--- config.mk ---
export PLATFORM = sky130hd
export DESIGN_NAME = return_stack
export DESIGN_NICKNAME = d
export VERILOG_FILES = /design/src/rtl/rstk_pkg.sv /design/src/rtl/rstk_cmd_decode.sv /design/src/rtl/rstk_ptr_ctrl.sv /design/src/rtl/rstk_store.sv /design/src/rtl/return_stack.sv
export SDC_FILE = /design/constraint.sdc
export NUM_CORES = 1
export LEC_CHECK = 0
export ABC_CLOCK_PERIOD_IN_PS = 4300
export BUFFER_PORTS_ARGS = -buffer_cell sky130_fd_sc_hd__buf_2
export CELL_PAD_IN_SITES_DETAIL_PLACEMENT = 0
export CELL_PAD_IN_SITES_GLOBAL_PLACEMENT = 1
export CORE_MARGIN = 4
export CORE_UTILIZATION = 49
export CTS_CLUSTER_DIAMETER = 100
export DETAILED_ROUTE_END_ITERATION = 8
export PLACE_DENSITY = 0.84
export SYNTH_ARGS = -nofsm -noshare
export SYNTH_HDL_FRONTEND = slang
export SYNTH_SLANG_ARGS = --single-unit
--- constraint.sdc ---
create_clock -name clk -period 4.3 [get_ports clk]
set_clock_uncertainty 0.05 [all_clocks]
set_input_delay 0.43 -clock clk [delete_from_list [all_inputs] [get_ports clk]]
set_output_delay 0.43 -clock clk [all_outputs]
set_load 0.05 [all_outputs]
--- src/rtl/rstk_pkg.sv ---
// Package: shared command encoding for the return stack.
// Assumes: imported by every module of the block.
package rstk_pkg;
    typedef enum logic [2:0] {
        OP_IDLE = 3'd0,
        OP_PUSH = 3'd1,
        OP_PULL = 3'd2,
        OP_SWAP = 3'd3,
        OP_IRQ  = 3'd4
    } rstk_op_e;
endpackage

--- src/rtl/rstk_cmd_decode.sv ---
// Module: rstk_cmd_decode
// Turns the raw strobes into one command per cycle and selects the write word.
// The interrupt push overrides the others. A push together with a pull becomes
// an exchange, or a plain push when the stack is empty.
// Assumes: strobes are synchronous to clk.
module rstk_cmd_decode
    import rstk_pkg::*;
#(
    parameter int WIDTH = 16,
    parameter int LVL_W = 4
) (
    input  logic             push_i,
    input  logic             pull_i,
    input  logic             irq_push_i,
    input  logic [WIDTH-1:0] wr_data_i,
    input  logic [WIDTH-1:0] irq_pc_i,
    input  logic [LVL_W-1:0] level_i,
    output rstk_op_e         op_o,
    output logic [WIDTH-1:0] wdata_o
);
    // Command priority: interrupt push first, then exchange, then single strobes.
    always_comb begin
        if (irq_push_i)                  op_o = OP_IRQ;
        else if (push_i && pull_i)       op_o = (level_i == '0) ? OP_PUSH : OP_SWAP;
        else if (push_i)                 op_o = OP_PUSH;
        else if (pull_i)                 op_o = OP_PULL;
        else                             op_o = OP_IDLE;
    end

    // Write word source: the saved program counter for interrupt pushes.
    always_comb begin
        wdata_o = irq_push_i ? irq_pc_i : wr_data_i;
    end
endmodule

--- src/rtl/rstk_ptr_ctrl.sv ---
// Module: rstk_ptr_ctrl
// Keeps the fill level, computes the write index and raises the fault pulse.
// Full fault: any push taken at FULL_LEVEL. Empty fault: a pull at level 0.
// Faults are only raised while the enable is high. The level saturates.
// Assumes: op_i comes from rstk_cmd_decode, so OP_SWAP implies level > 0.
module rstk_ptr_ctrl
    import rstk_pkg::*;
#(
    parameter int DEPTH      = 10,
    parameter int FULL_LEVEL = 8,
    parameter int LVL_W      = 4,
    parameter int IDX_W      = 4
) (
    input  logic             clk,
    input  logic             rst_n,
    input  rstk_op_e         op_i,
    input  logic             irq_en_i,
    output logic [LVL_W-1:0] level_o,
    output logic             wr_en_o,
    output logic [IDX_W-1:0] wr_idx_o,
    output logic             fault_req_o
);
    localparam logic [LVL_W-1:0] LVL_TOP  = LVL_W'(DEPTH);
    localparam logic [LVL_W-1:0] LVL_WARN = LVL_W'(FULL_LEVEL);

    logic [LVL_W-1:0] level_q;
    logic             push_like;
    logic             take_push;
    logic             take_pull;
    logic             fault_d;

    // Classify the command against the current level.
    always_comb begin
        push_like = (op_i == OP_PUSH) || (op_i == OP_IRQ);
        take_push = push_like && (level_q != LVL_TOP);
        take_pull = (op_i == OP_PULL) && (level_q != '0);
    end

    // Write port control: a new slot for a push, the top slot for an exchange.
    always_comb begin
        wr_en_o  = take_push || (op_i == OP_SWAP);
        wr_idx_o = take_push ? IDX_W'(level_q) : IDX_W'(level_q - 1'b1);
    end

    // Fault decision for this cycle's command.
    always_comb begin
        fault_d = irq_en_i &&
                  ((push_like && (level_q == LVL_WARN)) ||
                   ((op_i == OP_PULL) && (level_q == '0)));
    end

    // Level register, saturating at both ends.
    always_ff @(posedge clk) begin
        if (!rst_n)          level_q <= '0;
        else if (take_push)  level_q <= level_q + 1'b1;
        else if (take_pull)  level_q <= level_q - 1'b1;
    end

    // Fault request register: one cycle per offending command.
    always_ff @(posedge clk) begin
        if (!rst_n) fault_req_o <= 1'b0;
        else        fault_req_o <= fault_d;
    end

    assign level_o = level_q;

    // a push at the warning level while enabled yields a request.
    p_full_fault_r4: assert property (@(posedge clk) disable iff (!rst_n)
        (push_like && irq_en_i && level_q == LVL_WARN) |=> fault_req_o);

    // a pull on an empty stack keeps the level at zero.
    p_empty_hold_r6: assert property (@(posedge clk) disable iff (!rst_n)
        ((op_i == OP_PULL) && level_q == '0) |=> (level_q == '0));

    // a push into a full stack does not move the level.
    p_no_overflow_r8: assert property (@(posedge clk) disable iff (!rst_n)
        (push_like && level_q == LVL_TOP) |=> $stable(level_q));

    // the level never exceeds the capacity.
    p_level_bound_r2: assert property (@(posedge clk) disable iff (!rst_n)
        level_q <= LVL_TOP);
endmodule

--- src/rtl/rstk_store.sv ---
// Module: rstk_store
// The word array with one write port and a read port for the top entry.
// Assumes: wr_idx_i < DEPTH whenever wr_en_i is high.
module rstk_store #(
    parameter int WIDTH = 16,
    parameter int DEPTH = 10,
    parameter int IDX_W = 4
) (
    input  logic             clk,
    input  logic             rst_n,
    input  logic             wr_en_i,
    input  logic [IDX_W-1:0] wr_idx_i,
    input  logic [WIDTH-1:0] wr_data_i,
    input  logic             rd_valid_i,
    input  logic [IDX_W-1:0] rd_idx_i,
    output logic [WIDTH-1:0] rd_data_o
);
    logic [WIDTH-1:0] word_q [DEPTH];

    for (genvar g = 0; g < DEPTH; g++) begin : g_word
        // One storage word, written when addressed.
        always_ff @(posedge clk) begin
            if (!rst_n)                                     word_q[g] <= '0;
            else if (wr_en_i && wr_idx_i == IDX_W'(g))      word_q[g] <= wr_data_i;
        end
    end

    // Top-word read mux; zero when the stack is empty.
    always_comb begin
        rd_data_o = '0;
        for (int i = 0; i < DEPTH; i++) begin
            if (rd_valid_i && rd_idx_i == IDX_W'(i)) rd_data_o = word_q[i];
        end
    end

    // writes stay inside the array.
    p_wr_in_range_r2: assert property (@(posedge clk) disable iff (!rst_n)
        wr_en_i |-> (wr_idx_i < IDX_W'(DEPTH)));
endmodule

--- src/rtl/return_stack.sv ---
// Module: return_stack (top)
// A ten-word LIFO for return addresses, with the stack fault interrupt request.
// Assumes: a synchronous active-low reset and single-clock use.
module return_stack
    import rstk_pkg::*;
#(
    parameter int WIDTH      = 16,
    parameter int DEPTH      = 10,
    parameter int FULL_LEVEL = 8,
    localparam int LVL_W     = $clog2(DEPTH + 1)
) (
    input  logic             clk,
    input  logic             rst_n,
    input  logic             push_i,
    input  logic             pull_i,
    input  logic [WIDTH-1:0] wr_data_i,
    input  logic             irq_push_i,
    input  logic [WIDTH-1:0] irq_pc_i,
    input  logic             stk_irq_en_i,
    output logic [WIDTH-1:0] rd_data_o,
    output logic [LVL_W-1:0] level_o,
    output logic             fault_req_o
);
    localparam int IDX_W = $clog2(DEPTH) < 1 ? 1 : $clog2(DEPTH);

    rstk_op_e         op;
    logic [WIDTH-1:0] wdata;
    logic             wr_en;
    logic [IDX_W-1:0] wr_idx;
    logic             rd_valid;
    logic [IDX_W-1:0] rd_idx;

    rstk_cmd_decode #(.WIDTH(WIDTH), .LVL_W(LVL_W)) u_dec (
        .push_i     (push_i),
        .pull_i     (pull_i),
        .irq_push_i (irq_push_i),
        .wr_data_i  (wr_data_i),
        .irq_pc_i   (irq_pc_i),
        .level_i    (level_o),
        .op_o       (op),
        .wdata_o    (wdata)
    );

    rstk_ptr_ctrl #(.DEPTH(DEPTH), .FULL_LEVEL(FULL_LEVEL), .LVL_W(LVL_W), .IDX_W(IDX_W)) u_ptr (
        .clk         (clk),
        .rst_n       (rst_n),
        .op_i        (op),
        .irq_en_i    (stk_irq_en_i),
        .level_o     (level_o),
        .wr_en_o     (wr_en),
        .wr_idx_o    (wr_idx),
        .fault_req_o (fault_req_o)
    );

    // Top entry address for the read port.
    always_comb begin
        rd_valid = (level_o != '0);
        rd_idx   = IDX_W'(level_o - 1'b1);
    end

    rstk_store #(.WIDTH(WIDTH), .DEPTH(DEPTH), .IDX_W(IDX_W)) u_mem (
        .clk        (clk),
        .rst_n      (rst_n),
        .wr_en_i    (wr_en),
        .wr_idx_i   (wr_idx),
        .wr_data_i  (wdata),
        .rd_valid_i (rd_valid),
        .rd_idx_i   (rd_idx),
        .rd_data_o  (rd_data_o)
    );

    // a request is only raised while stack interrupts were enabled.
    p_fault_needs_en_r7: assert property (@(posedge clk) disable iff (!rst_n)
        fault_req_o |-> $past(stk_irq_en_i));

    // an exchange leaves the level where it was.
    p_swap_level_r10: assert property (@(posedge clk) disable iff (!rst_n)
        (push_i && pull_i && !irq_push_i && level_o != '0) |=> $stable(level_o));
endmodule

Yosys cells after proc, flatten, opt, wreduce, memory -nomap -nowiden
Memory sizes are Yosys's and may differ from the RTL's.
Index checks and enable logic that the tools add are counted.
{"block": "word_totals", "mem_count": 1, "ramBits": 160, "elab_cells": 133, "input_bits": 38, "latch_bits": 0, "out_inout_bits": 21, "rom_bits": 0, "register_bits": 5}
{"name": "u_mem.word_q", "words": 10, "width": 16, "read_ports": 10, "rd_ports_with_merged_regs": 0, "write_ports": 10, "line_no": "rstk_store.sv:18", "rtl": "logic [WIDTH-1:0] word_q [DEPTH];"}
{"block": "classes", "addsub": 2, "div_mod_pow": 0, "multipliers": 0, "bitwise_logic": 10, "muxes": 60, "n_reduce_logical": 34, "eq_ne": 24, "shift": 0, "n_lt_le_gt_ge": 0}
{"operator": "2-to-1 mux 16 bit", "count": 21}
{"operator": "equality test 4 x 3 -> 1 bit (second input constant)", "count": 8}
{"operator": "2-to-1 mux 1 bit", "count": 31}
{"operator": "logical AND 1 bit", "count": 26}
{"operator": "equality test 4 bit (second input constant)", "count": 5}
{"operator": "equality test 4 x 2 -> 1 bit (second input constant)", "count": 4}
{"operator": "zero test 4 bit", "count": 3}
{"operator": "2-to-1 mux 4 bit", "count": 3}
{"operator": "OR 1 bit", "count": 10}
{"operator": "2-to-1 mux 3 bit", "count": 3}
{"operator": "equality test 4 x 1 -> 1 bit (second input constant)", "count": 2}
{"operator": "equality test 3 x 2 -> 1 bit (second input constant)", "count": 2}
{"operator": "adder 4 x 1 -> 4 bit (second input constant)", "count": 1}
{"operator": "2-to-1 mux 2 bit", "count": 2}
{"operator": "!= test 4 bit (second input constant)", "count": 1}
{"operator": "nonzero test 4 bit", "count": 1}
{"operator": "subtractor 4 x 1 -> 4 bit (second input constant)", "count": 1}
{"operator": "equality test 3 x 1 -> 1 bit (second input constant)", "count": 1}
{"operator": "equality test 3 bit (second input constant)", "count": 1}
{"operator": "logical OR 1 bit", "count": 3}
{"operator": "nonzero test 2 bit", "count": 1}

Longest topological paths before layout
{"block": "depth", "ltp_word": 14, "mapped_depth": 12, "ltp_nobuf": 9}

Hierarchy
A second synthesis with hierarchy kept.
{"block": "hier_totals", "hier_cells": 697, "hier_area_um2": 8430.6}
{"module": "rstk_store", "cells_each": 610, "seq_area_each_um2": 4804.6, "instances": 1, "area_each_um2": 7617.3}
{"module": "rstk_ptr_ctrl", "cells_each": 54, "seq_area_each_um2": 100.1, "instances": 1, "area_each_um2": 464.2}
{"module": "rstk_cmd_decode", "cells_each": 23, "seq_area_each_um2": 0.0, "instances": 1, "area_each_um2": 277.8}
{"module": "return_stack", "cells_each": 10, "seq_area_each_um2": 0.0, "instances": 1, "area_each_um2": 71.3}

Worst setup path before layout
No wires, ideal clock.
{"block": "synth_timing", "path_type": "reg2out", "start": "register u_ptr.level_q[1] (netlist: u_ptr.level_o[1])", "end": "output rd_data_o[11]", "path_slack_ns": -0.124, "t_arrival_ns": 3.944, "path_stages_with_launch": 12, "t_required_ns": 3.820, "n_path_buf": 4, "cell_sequence": "dfxtp_1 -> buf_2 -> inv_1 -> ha_1 -> clkbuf_1 -> or4_1 -> nor2_1 -> a21oi_1 -> nand2b_1 -> buf_2 -> buf_2 -> a221oi_1"}
{"block": "synth_via", "elab_chain_len": 13, "elab_cells_between_ends": 32, "classes_between": "1 x add/sub; 9 x eq/ne; 10 x mux; 12 x reduce/logical"}
{"item": "start: declaration", "line_no": "rstk_ptr_ctrl.sv:26", "rtl": "logic [LVL_W-1:0] level_q;"}
{"item": "start signal: assignment", "line_no": "rstk_ptr_ctrl.sv:55", "rtl": "else if (take_push) level_q <= level_q + 1'b1;"}
{"item": "start signal: assignment", "line_no": "rstk_ptr_ctrl.sv:56", "rtl": "else if (take_pull) level_q <= level_q - 1'b1;"}
{"item": "subtractor 4 x 1 -> 4 bit", "line_no": "return_stack.sv:58", "rtl": "rd_idx = IDX_W'(level_o - 1'b1);"}
{"item": "zero test 4 bit", "line_no": "rstk_store.sv:32", "rtl": "if (rd_valid_i && rd_idx_i == IDX_W'(i)) rd_data_o = word_q[i];"}
{"item": "logical AND 1 bit", "line_no": "rstk_store.sv:32"}
{"item": "2-to-1 mux 16 bit (9 in a row)", "line_no": "rstk_store.sv:32"}
{"item": "2-to-1 mux 16 bit *", "line_no": "rstk_store.sv:32"}
{"item": "end: declaration", "line_no": "return_stack.sv:20", "rtl": "output logic [WIDTH-1:0] rd_data_o,"}
Every way passes the cells marked *; elsewhere a longest branch is shown, timed or not.

Worst setup path in the final report
{"block": "layout_timing", "start": "register u_ptr.level_q[0] (netlist: u_ptr.level_o[0])", "end": "output rd_data_o[14]"}
The elaborated chain is that of the path after synthesis.

==> metrics <==
Seq/Total Area, Yosys between 50% and 60%; top post-synthesis cells by area edfxtp_1, nor2_1, a21oi_1; # placed instances about 1,000; leading area contributor after synthesis edfxtp_1; share of power burned in combinational logic a little over a quarter; crit path launch type register; initial antenna violation count 0; Slowest cell on crit path or4_1; crit path cell chain inv_1, ha_1, or3b_1, nand2_1, buf_4, o22ai_1, buf_4, or4_1, a211oi_1, o22a_1, buf_2; top post-synthesis cells by count nor2_1, edfxtp_1, a21oi_1; Core Footprint 16,800 sq um; Worst slew margin 44.6%; die height 140 microns; die width 140 microns; Max Freq 0.249 GHz; power density over the cells around 520 nW/um^2; die area about 20,000 sq um; Final Power 5.04 mW; Max Used Layer met4; Tot GR Track Use a little under a quarter; gp weighted congestion between 0.9 and 1; total gr overflow 0; Via Count 6,610; Lkg Pwr 3.69 nW; WL per Instance 21.4 microns; Ports 59; most frequent cell after synthesis nor2_1; clk_lat worst skew around 0.43 ns; pre-CTS setup slack 0.647 ns; Final Setup Violations 0; Post-CTS Resized 0; DP Area 9010 sq um; Syn Inst Count 793; Internal Dissipation 3.39 mW; vias in the first global route 6,635; net count after synthesis 840; most numerous cell on the critical path buf_4; Period minus WS final between 4 and 5 ns; Initial Util between 50% and 60%; RSZ-0062 raised after global routing no; IO Port Bufs 58; worst r2r src u_ptr.level_o[2]$_SDFFE_PN0P_; final hold vios 0; area occupied by multi-input gates 3270 sq um; Worst-path clk slew 0.07 ns; fin area 9670 sq um; max-cap viol count 0; switch share 32.8%; largest net degree at the start of global routing 30; Worst Hold Class primary input to register; Critical Path Fanout Max 17; Worst path top cell family by delay simple AND/OR/NAND/NOR gates; nature of the critical path endpoint output port; synth warn 0; flops & latches, synth approximately 170; Fill cells 1,408; synth-to-layout area growth 13.8%; status finished clean; CTS Sinks 165; Reg power frac 40.7%; DR DRC count 0; Vias/cell 6.14; Worst Slack Setup Final 0.292 ns; slew of the pin with the lowest slew margin between 0.8 and 0.9 ns; switching power ~1.7 mW; Hold Path Stages 3; top_reg_cell synth edfxtp_1; hold_sp stk_irq_en_i; Nets 891; number of synthesized flops with an enable pin 160; Hold Slack 0.248 ns; R2R depth 7; CTS tree done; share of layout cells above drive strength 1 between 10% and 20%; drt pass-1 iters 5; Met1 Wirelength 9220 microns; first-pass GRT wire length ~36,000 microns; top cell type's share of synthesized area between 50% and 60%; number of DRC markers in iteration 0 525; Netlist cell types 66; worst setup path class register to output port; total CTS buffers 17; metal3 WL 1510 microns; CP required 3.82 ns; ys async rst share 0%; setup bufs post-CTS 0; crit share post-route 93.2%; H-tree level count 4; WP data arrival 3.53 ns; worst path buffer plus inverter count 4; flop2flop setup slack 0.64 ns; hold path endpoint u_ptr.fault_req_o$_SDFF_PN0_; Final ANT Viol Nets 0; mapped cell area 8500 sq um; Slew Limit Fails 0; Clock Power Share 33.2%; met2 routed WL 11,500 microns; Clock Path Buffers 2; Clock Root Buffer clkbuf_16; Diodes inserted 0; final instance count without filler cells 1,077; routed wire length 23,000 microns; Peak VDD IR 0.321 mV; Sequential Area 4900 sq um; count of hold-fix buffers inserted at cts 0; RR Endpoint u_mem.word_q[0][26]$_SDFFCE_PN0P_; Mean Syn Cell Area 10.7 sq um; Worst path max stage delay 0.52 ns; DPL Wire Length 15,800 microns; Site Rows 47; Worst path depth 11
power by group through the flow:
stage               combinational (mW)  sequential (mW)  clock (mW)
floorplan                        0.927             2.07           0
finish                            1.32             2.05        1.68
detailed placement                1.30             2.08           0
global placement                  1.27             2.07           0
CTS                               1.31             2.05        1.69
global route                      1.41             2.06        1.77
stage by stage:
| step | utilization, % | setup TNS [ns] |
|---|---|---|
| 2_1_floorplan | - | -0.248 |
| 3_3_place_gp | 53.8 | 0 |
| 3_5_place_dp | 53.8 | 0 |
| 4_1_cts | 57.7 | 0 |
| 5_1_grt | 57.7 | 0 |
| 6_report | 57.7 | 0 |
worst max-delay path by stage:
stage	start	end	slack (ns)
after floorplan	u_ptr.level_o[1]$_SDFFE_PN0P_	rd_data_o[11]	-0.12
after global placement	u_ptr.level_o[0]$_SDFFE_PN0P_	rd_data_o[14]	0.77
after detailed placement	u_ptr.level_o[2]$_SDFFE_PN0P_	u_mem.word_q[1][19]$_SDFFCE_PN0P_	0.65
after CTS	u_ptr.level_o[0]$_SDFFE_PN0P_	rd_data_o[14]	0.20
after global routing	u_ptr.level_o[3]$_SDFFE_PN0P_	rd_data_o[12]	0.09
final	u_ptr.level_o[0]$_SDFFE_PN0P_	rd_data_o[14]	0.29
logic make-up (layout without fill, tap and decap cells):
family | Yosys count | count (layout) | synth area share [%]
AND/OR/NAND/NOR | 317 | 317 | 17.1
AO/OA/AOI/OAI | 197 | 197 | 15.8
buffers and inverters | 73 | 137 | 3.89
XOR/XNOR | 2 | 2 | 0.206
flip-flops | 165 | 165 | 57.7
multiplexers | 30 | 30 | 3.98
adder cells (fa/ha/maj) | 9 | 9 | 1.33
layer usage:
metal	up-vias	track usage, %
met4	0	10.4
li1	3014	-
met2	290	39.8
met1	3249	30.2
met3	57	4.77
met5	-	0
state kept, by name, summed over array words and instances, names as in the netlist:
name / cells
u_mem.word_q: 160
u_ptr.level_o: 4
u_ptr.fault_req_o: 1
cell usage in the layout, fill, tap and decap left out, types with 3 or more instances in the layout:
master,count
a211oi_1,4
a21o_1,14
a21oi_1,69
a221oi_1,16
a22oi_1,3
a31oi_1,3
and2_1,6
buf_2,58
buf_4,28
bufinv_16,5
clkbuf_16,17
dfxtp_1,5
edfxtp_1,160
ha_1,8
inv_1,18
inv_6,3
mux2_2,16
mux2i_1,12
nand2_1,60
nand3_1,6
nand3b_1,5
nand4_2,5
nand4b_2,5
nor2_1,193
nor2b_1,6
nor3_1,6
o211ai_1,3
o21ai_0,19
o22a_1,13
o22ai_1,14
o31ai_1,14
or2_2,4
or3_1,5
or4_1,3
final cells by class:
| type | instances | share of cell area, % |
|---|---|---|
| clock inverter | 15 | 2.34 |
| multi-input combinational | 555 | 33.8 |
| sequential | 165 | 50.7 |
| tap | 220 | 2.85 |
| timing repair buffer | 86 | 5.18 |
| clock buffer | 17 | 4.40 |
| inverter | 19 | 0.738 |
worst min-delay path, stage by stage:
cell	delay, ns
buf_2	0.10
nand4b_1	0.09
a21oi_1	0.06
(Power assumes the default switching activity.)
